--- src/rtl/disp_ctrl_pkg.sv ---
package disp_ctrl_pkg;
  localparam logic [31:0] STATUS_RST = 32'h1480_2000;

  localparam logic [7:0] OP_RESET  = 8'h00;
  localparam logic [7:0] OP_BLANK  = 8'h03;
  localparam logic [7:0] OP_XFER   = 8'h04;
  localparam logic [7:0] OP_START  = 8'h05;
  localparam logic [7:0] OP_VRANGE = 8'h07;
  localparam logic [7:0] OP_MODE   = 8'h08;
  localparam logic [7:0] OP_TPAGE  = 8'hE1;
  localparam logic [7:0] OP_MASK   = 8'hE6;

  localparam int BIT_FIELD  = 31;
  localparam int BIT_ILACE  = 22;
  localparam int BIT_BLANK  = 23;

  function automatic logic [9:0] width_of(input logic [2:0] code);
    case (code)
      3'd0:       width_of = 10'd256;
      3'd1:       width_of = 10'd368;
      3'd2:       width_of = 10'd320;
      3'd3:       width_of = 10'd384;
      3'd4, 3'd5: width_of = 10'd512;
      default:    width_of = 10'd640;
    endcase
  endfunction

  function automatic logic [8:0] lines_of(input logic [1:0] code);
    case (code)
      2'd0:    lines_of = 9'd240;
      2'd2:    lines_of = 9'd256;
      default: lines_of = 9'd480;
    endcase
  endfunction
endpackage

--- src/rtl/disp_status_reg.sv ---
module disp_status_reg
  import disp_ctrl_pkg::*;
(
  input  logic        clk,
  input  logic        rst_n,
  input  logic        ctl_we,
  input  logic [31:0] ctl_word,
  input  logic        draw_we,
  input  logic [31:0] draw_word,
  input  logic        vblank_start,
  output logic [31:0] status_q
);
  logic [31:0] status_d;
  logic        status_en;
  logic [7:0]  ctl_op;
  logic [7:0]  draw_op;

  assign ctl_op    = ctl_word[31:24];
  assign draw_op   = draw_word[31:24];
  assign status_en = ctl_we | draw_we | vblank_start;

  always_comb begin
    status_d = status_q;
    if (ctl_we) begin
      case (ctl_op)
        OP_RESET: status_d = STATUS_RST;
        OP_BLANK: status_d[BIT_BLANK] = ctl_word[0];
        OP_XFER:  status_d[30:29] = ctl_word[1:0];
        OP_MODE:  status_d[22:16] = {ctl_word[5:0], ctl_word[6]};
        default:  ;
      endcase
    end
    if (draw_we) begin
      case (draw_op)
        OP_TPAGE: status_d[10:0]  = draw_word[10:0];
        OP_MASK:  status_d[12:11] = draw_word[1:0];
        default:  ;
      endcase
    end
    if (vblank_start) begin
      status_d[BIT_FIELD] = status_d[BIT_ILACE] ? ~status_d[BIT_FIELD] : 1'b0;
    end
  end

  always_ff @(posedge clk or negedge rst_n) begin
    if (!rst_n)         status_q <= STATUS_RST;
    else if (status_en) status_q <= status_d;
  end
endmodule

--- src/rtl/disp_geom_regs.sv ---
module disp_geom_regs
  import disp_ctrl_pkg::*;
#(
  parameter int COORD_W = 10
) (
  input  logic               clk,
  input  logic               rst_n,
  input  logic               ctl_we,
  input  logic [31:0]        ctl_word,
  output logic [COORD_W-1:0] start_x,
  output logic [COORD_W-1:0] start_y,
  output logic [COORD_W-1:0] vrange_lo,
  output logic [COORD_W-1:0] vrange_hi
);
  localparam int HI_LSB = COORD_W;
  localparam int HI_MSB = 2 * COORD_W - 1;

  logic start_en;
  logic range_en;
  logic [COORD_W-1:0] start_x_d, start_y_d, lo_d, hi_d;

  assign start_en = ctl_we && (ctl_word[31:24] == OP_START);
  assign range_en = ctl_we && (ctl_word[31:24] == OP_VRANGE);

  always_comb begin
    start_x_d = ctl_word[COORD_W-1:0];
    start_y_d = ctl_word[HI_MSB:HI_LSB];
    lo_d      = ctl_word[COORD_W-1:0];
    hi_d      = ctl_word[HI_MSB:HI_LSB];
  end

  always_ff @(posedge clk or negedge rst_n) begin
    if (!rst_n) begin
      start_x <= '0;
      start_y <= '0;
    end else if (start_en) begin
      start_x <= start_x_d;
      start_y <= start_y_d;
    end
  end

  always_ff @(posedge clk or negedge rst_n) begin
    if (!rst_n) begin
      vrange_lo <= '0;
      vrange_hi <= '0;
    end else if (range_en) begin
      vrange_lo <= lo_d;
      vrange_hi <= hi_d;
    end
  end
endmodule

--- src/rtl/disp_shadow_bank.sv ---
module disp_shadow_bank #(
  parameter int SHADOW_N = 16,
  parameter int WORD_W   = 32,
  localparam int IDX_W   = $clog2(SHADOW_N)
) (
  input  logic              clk,
  input  logic              rst_n,
  input  logic              ctl_we,
  input  logic [WORD_W-1:0] ctl_word,
  input  logic [IDX_W-1:0]  rd_sel,
  output logic [WORD_W-1:0] rd_word
);
  localparam int CODE_LSB = WORD_W - 8;

  logic [7:0]        code;
  logic              in_range;
  logic [WORD_W-1:0] entry_q [SHADOW_N];

  assign code     = ctl_word[WORD_W-1:CODE_LSB];
  assign in_range = (32'(code) < SHADOW_N);

  for (genvar gi = 0; gi < SHADOW_N; gi++) begin : g_entry
    logic hit;
    assign hit = ctl_we && in_range && (32'(code) == gi);
    always_ff @(posedge clk or negedge rst_n) begin
      if (!rst_n)   entry_q[gi] <= '0;
      else if (hit) entry_q[gi] <= ctl_word;
    end
  end

  assign rd_word = entry_q[rd_sel];
endmodule

--- src/rtl/disp_res_lut.sv ---
module disp_res_lut
  import disp_ctrl_pkg::*;
(
  input  logic [31:0] status_word,
  output logic [9:0]  hres,
  output logic [8:0]  vres
);
  always_comb begin
    hres = width_of(status_word[18:16]);
    vres = lines_of(status_word[20:19]);
  end
endmodule

--- src/rtl/disp_ctrl_regs.sv ---
module disp_ctrl_regs
  import disp_ctrl_pkg::*;
#(
  parameter int COORD_W  = 10,
  parameter int SHADOW_N = 16,
  localparam int IDX_W   = $clog2(SHADOW_N)
) (
  input  logic               clk,
  input  logic               rst_n,
  input  logic               ctl_we,
  input  logic [31:0]        ctl_word,
  input  logic               draw_we,
  input  logic [31:0]        draw_word,
  input  logic               vblank_start,
  input  logic [IDX_W-1:0]   shadow_sel,
  output logic [31:0]        status_word,
  output logic [COORD_W-1:0] start_x,
  output logic [COORD_W-1:0] start_y,
  output logic [COORD_W-1:0] vrange_lo,
  output logic [COORD_W-1:0] vrange_hi,
  output logic [9:0]         hres,
  output logic [8:0]         vres,
  output logic               field_odd,
  output logic [31:0]        shadow_word
);
  disp_status_reg u_status (
    .clk, .rst_n, .ctl_we, .ctl_word, .draw_we, .draw_word, .vblank_start,
    .status_q (status_word)
  );

  disp_geom_regs #(.COORD_W(COORD_W)) u_geom (
    .clk, .rst_n, .ctl_we, .ctl_word,
    .start_x, .start_y, .vrange_lo, .vrange_hi
  );

  disp_shadow_bank #(.SHADOW_N(SHADOW_N), .WORD_W(32)) u_shadow (
    .clk, .rst_n, .ctl_we, .ctl_word,
    .rd_sel  (shadow_sel),
    .rd_word (shadow_word)
  );

  disp_res_lut u_lut (
    .status_word, .hres, .vres
  );

  assign field_odd = status_word[BIT_FIELD];
endmodule

--- config.mk ---
export PLATFORM = sky130hd
export DESIGN_NAME = disp_ctrl_regs
export DESIGN_NICKNAME = d
export VERILOG_FILES = /design/src/rtl/disp_ctrl_pkg.sv /design/src/rtl/disp_status_reg.sv /design/src/rtl/disp_geom_regs.sv /design/src/rtl/disp_shadow_bank.sv /design/src/rtl/disp_res_lut.sv /design/src/rtl/disp_ctrl_regs.sv
export SDC_FILE = /design/constraint.sdc
export NUM_CORES = 1
export LEC_CHECK = 0
export BUFFER_PORTS_ARGS = -buffer_cell sky130_fd_sc_hd__buf_2
export CELL_PAD_IN_SITES_DETAIL_PLACEMENT = 0
export CELL_PAD_IN_SITES_GLOBAL_PLACEMENT = 2
export CORE_ASPECT_RATIO = 0.5
export CORE_MARGIN = 8
export CORE_UTILIZATION = 25
export CTS_CLUSTER_DIAMETER = 30
export DETAILED_ROUTE_END_ITERATION = 6
export PLACE_DENSITY = 0.59
export SLEW_MARGIN = 20
export SYNTH_ARGS = -nofsm -noshare
export SYNTH_HDL_FRONTEND = slang
export SYNTH_SLANG_ARGS = --single-unit
--- constraint.sdc ---
create_clock -name clk -period 1.5 [get_ports clk]
set_input_delay 0.15 -clock clk [delete_from_list [all_inputs] [get_ports clk]]
set_output_delay 0.15 -clock clk [all_outputs]
set_load 0.005 [all_outputs]
==> results.py <==
metrics = {
    "status": {
        "status": "finished with violations",
        "failed_checks": "setup timing",
    },
    "sta": {
        "clock_skew_ns": 0.000632,
        "holdWs_ns": 0.0560,
        "max_slew_margin_pct": 65.2,
        "worst_slack_ns": -0.695,
        "finalSetupViolations": 42,
        "slew_viol_final": 0,
        "min_period_over_period_pct": 146,
        "tightest_slew_ns": 0.522,
        "timing.final.crit_period_ns": 2.19,
        "hold_viol_final": 0,
        "fmax_mhz": 456,
        "rsz0062_at_grt": "true",
        "setup_tns_ns": -19.68,
    },
    "die": {
        "start_util_pct": 25.3,
        "io_pins": 197,
        "die_h_um": 238,
        "die_w_um": 460,
        "num_rows": 81,
        "dieArea_um2": 110000,
        "core_region_area_um2": 97800,
    },
    "clock_network": {
        "clk-insertion-delay-late_ns": 0.66,
        "cts-buffers-inserted": 120,
        "clock_sinks": 576,
        "clock-root-buffer": "clkbuf_16",
        "cts_buffer_depth": 3,
        "ctsHtreeMaxLevel": 3,
        "cts_tree": "built",
        "path_clk_slew_ns": 0.04,
    },
    "global_route": {
        "top_usage_layer": "met2",
        "grt_usage_pct": 13.1,
        "antenna_found_initial": 3,
        "grt_pass1_vias": 17100,
        "met1_usage_pct": 17.7,
        "grt_pass1_wl_um": 111000,
        "use_met3_pct": 2.46,
        "grt_max_degree": 91,
        "met2_usage_pct": 21.5,
        "grt_overflow": 0,
    },
    "setup_path": {
        "crit_start": "u_shadow.entry_q[0]",
        "worstPathArrival_ns": 2.04,
        "start_kind": "flip-flop",
        "path_class": "reg2out",
        "critPathRequiredTime_ns": 1.35,
        "end_kind": "primary output",
        "path_max_fanout": 2,
        "r2r-start": "u_status.status_q[23]",
    },
    "synth": {
        "async_flop_share_pct": 100,
        "ys_ff_latch": 576,
        "synth_area_um2": 24700,
        "synth_edf_count": 0,
        "synth_largest_area_cell": "dfrtp_1",
        "synthCells": 1740,
        "synthFlopType": "dfrtp_1",
        "yosysTopAreaCellShare_pct": 58.3,
        "synth.avg_cell_area_um2": 14.2,
        "synth_cell_type_count": 40,
        "synth-seq-area-share_pct": 58.4,
        "yosysWarningCount": 0,
        "synthTopCellsByArea": "dfrtp_1 (58%), mux2_2 (15%), mux4_2 (12%)",
    },
    "min_path": {
        "hp-start": "draw_word[26]",
        "min_path_type": "in2reg",
    },
    "cells_and_area": {
        "layout_commonest_cell": "dfrtp_1",
        "final_core_util_pct": 34.9,
        "area_growth_pct": 38.3,
        "fin_nets": 2181,
        "mostFrequentLayoutCells": "dfrtp_1 (572), mux2_2 (296), nand2_1 (253)",
        "layout-drive-gt1-share_pct": 50.4,
    },
    "pwr": {
        "total_power_mw": 47.2,
        "peakVddDrop_uv": 885,
        "power.leakage_nw": 16.8,
        "pwr_density_cell_nw_per_um2": 1380,
    },
    "drt": {
        "viasPerCell": 4.40,
        "firstDrtPassIters": 4,
        "num_vias": 15600,
        "drc": 0,
        "antenna_left": 0,
        "totalWireLength_um": 72600,
        "drtIter0Drc": 680,
        "wl_per_cell_um": 20.5,
    },
    "placement": {
        "pre_cts_ws_ns": -0.530,
        "gp_congestion": 0.720,
        "io_buffers": 167,
        "hpwl_um": 46200,
    },
    "run": {
        "drv_cap": 0,
    },
}
routing by layer:
layer / vias to the layer above / share of wire, %
met1: 8263 / 46
met4: 2 / 2.2
met3: 125 / 3.6
met5: - / 0.018
li1: 6975 / -
met2: 232 / 48
area by class of cell:
class | count | area, µm²
tap | 1328 | 1660
timing repair buffer | 385 | 3620
sequential | 576 | 14400
clock buffer | 159 | 3380
antenna | 2 | 5.00
multi-input combinational | 1021 | 10100
fill | 9467 | 63600
inverter | 4 | 15.0
clock inverter | 67 | 920
stage by stage:
stage / instances / area, µm²
CTS: 3534 / 34000
detailed placement: 3253 / 28800
global route: 3540 / 34200
global placement: 3253 / 28800
finish: 3542 / 34200
floorplan: 1754 / 25100
worst max-delay path: stages, from the launching register on:
cell and delay [ns]:
dfrtp_1 0.37, mux4_2 0.48, a22oi_2 0.27, nand2_1 0.12, buf_2 0.14
power breakdown:
| group | switching [mW] | leakage [nW] | internal, mW |
|---|---|---|---|
| Sequential | 0.332 | 7.95 | 16.2 |
| Clock | 8.72 | 2.08 | 19.0 |
| Combinational | 1.42 | 6.80 | 1.45 |
| Total | 10.5 | 16.8 | 36.7 |
logic make-up (layout without fill, tap and decap cells):
kind of cell / after synthesis / after routing / synth area share [%]
AO/OA/AOI/OAI: 94 / 94 / 2.93
AND/OR/NAND/NOR: 446 / 446 / 8.65
other: 2 / 18 / 0.0304
buffers and inverters: 157 / 615 / 2.99
flip-flops: 576 / 576 / 58.4
multiplexers: 464 / 464 / 27.0
XOR/XNOR: 1 / 1 / 0.0355
cells in the mapped netlist (2+ instances only):
master and n:
dfrtp_1 575, mux2_2 330, nand2_1 271, mux4_2 128
clkbuf_1 79, and2_1 72, a22oi_1 64, buf_2 48
nor2b_1 34, nand2b_1 26, buf_4 20, a22o_1 17
or2_2 15, nor2_1 8, mux2_1 5, a21oi_1 4
buf_1 4, inv_1 4, nand4_1 4, a32o_1 3
buf_6 2, conb_1 2, nor3_2 2, nor4_1 2
nor4_2 2, o21ai_0 2, o2bb2ai_1 2, or3_1 2
or4_1 2
flip-flops by register name, indices dropped and copies added, names as in the netlist:
signal             count
u_shadow.entry_q     512
u_status.status_q     24
u_geom.start_x        10
u_geom.start_y        10
u_geom.vrange_hi      10
u_geom.vrange_lo      10
what timing repair did:
action / in CTS / in global routing
pin swaps: 55 / 11
hold buffers: 47 / 0
setup endpoints to repair: 43 / 61
resized for setup: 72 / 28
hold endpoints to repair: 937 / 0
buffers inserted: 8 / 5
gates cloned: 0 / 1
worst paths after layout:
path                                          to  slack [ns]  depth (start not counted)
max in group asynchronous  u_shadow.entry_q[482]        0.52                          3
max reg2reg                u_status.status_q[23]        0.05                          4
max                               shadow_word[0]       -0.69                          4
min                        u_status.status_q[11]        0.06                          5
min reg2reg                u_shadow.entry_q[472]        0.46                          1
min in group asynchronous  u_shadow.entry_q[201]        0.14                          3
(Power assumes the default switching activity.)
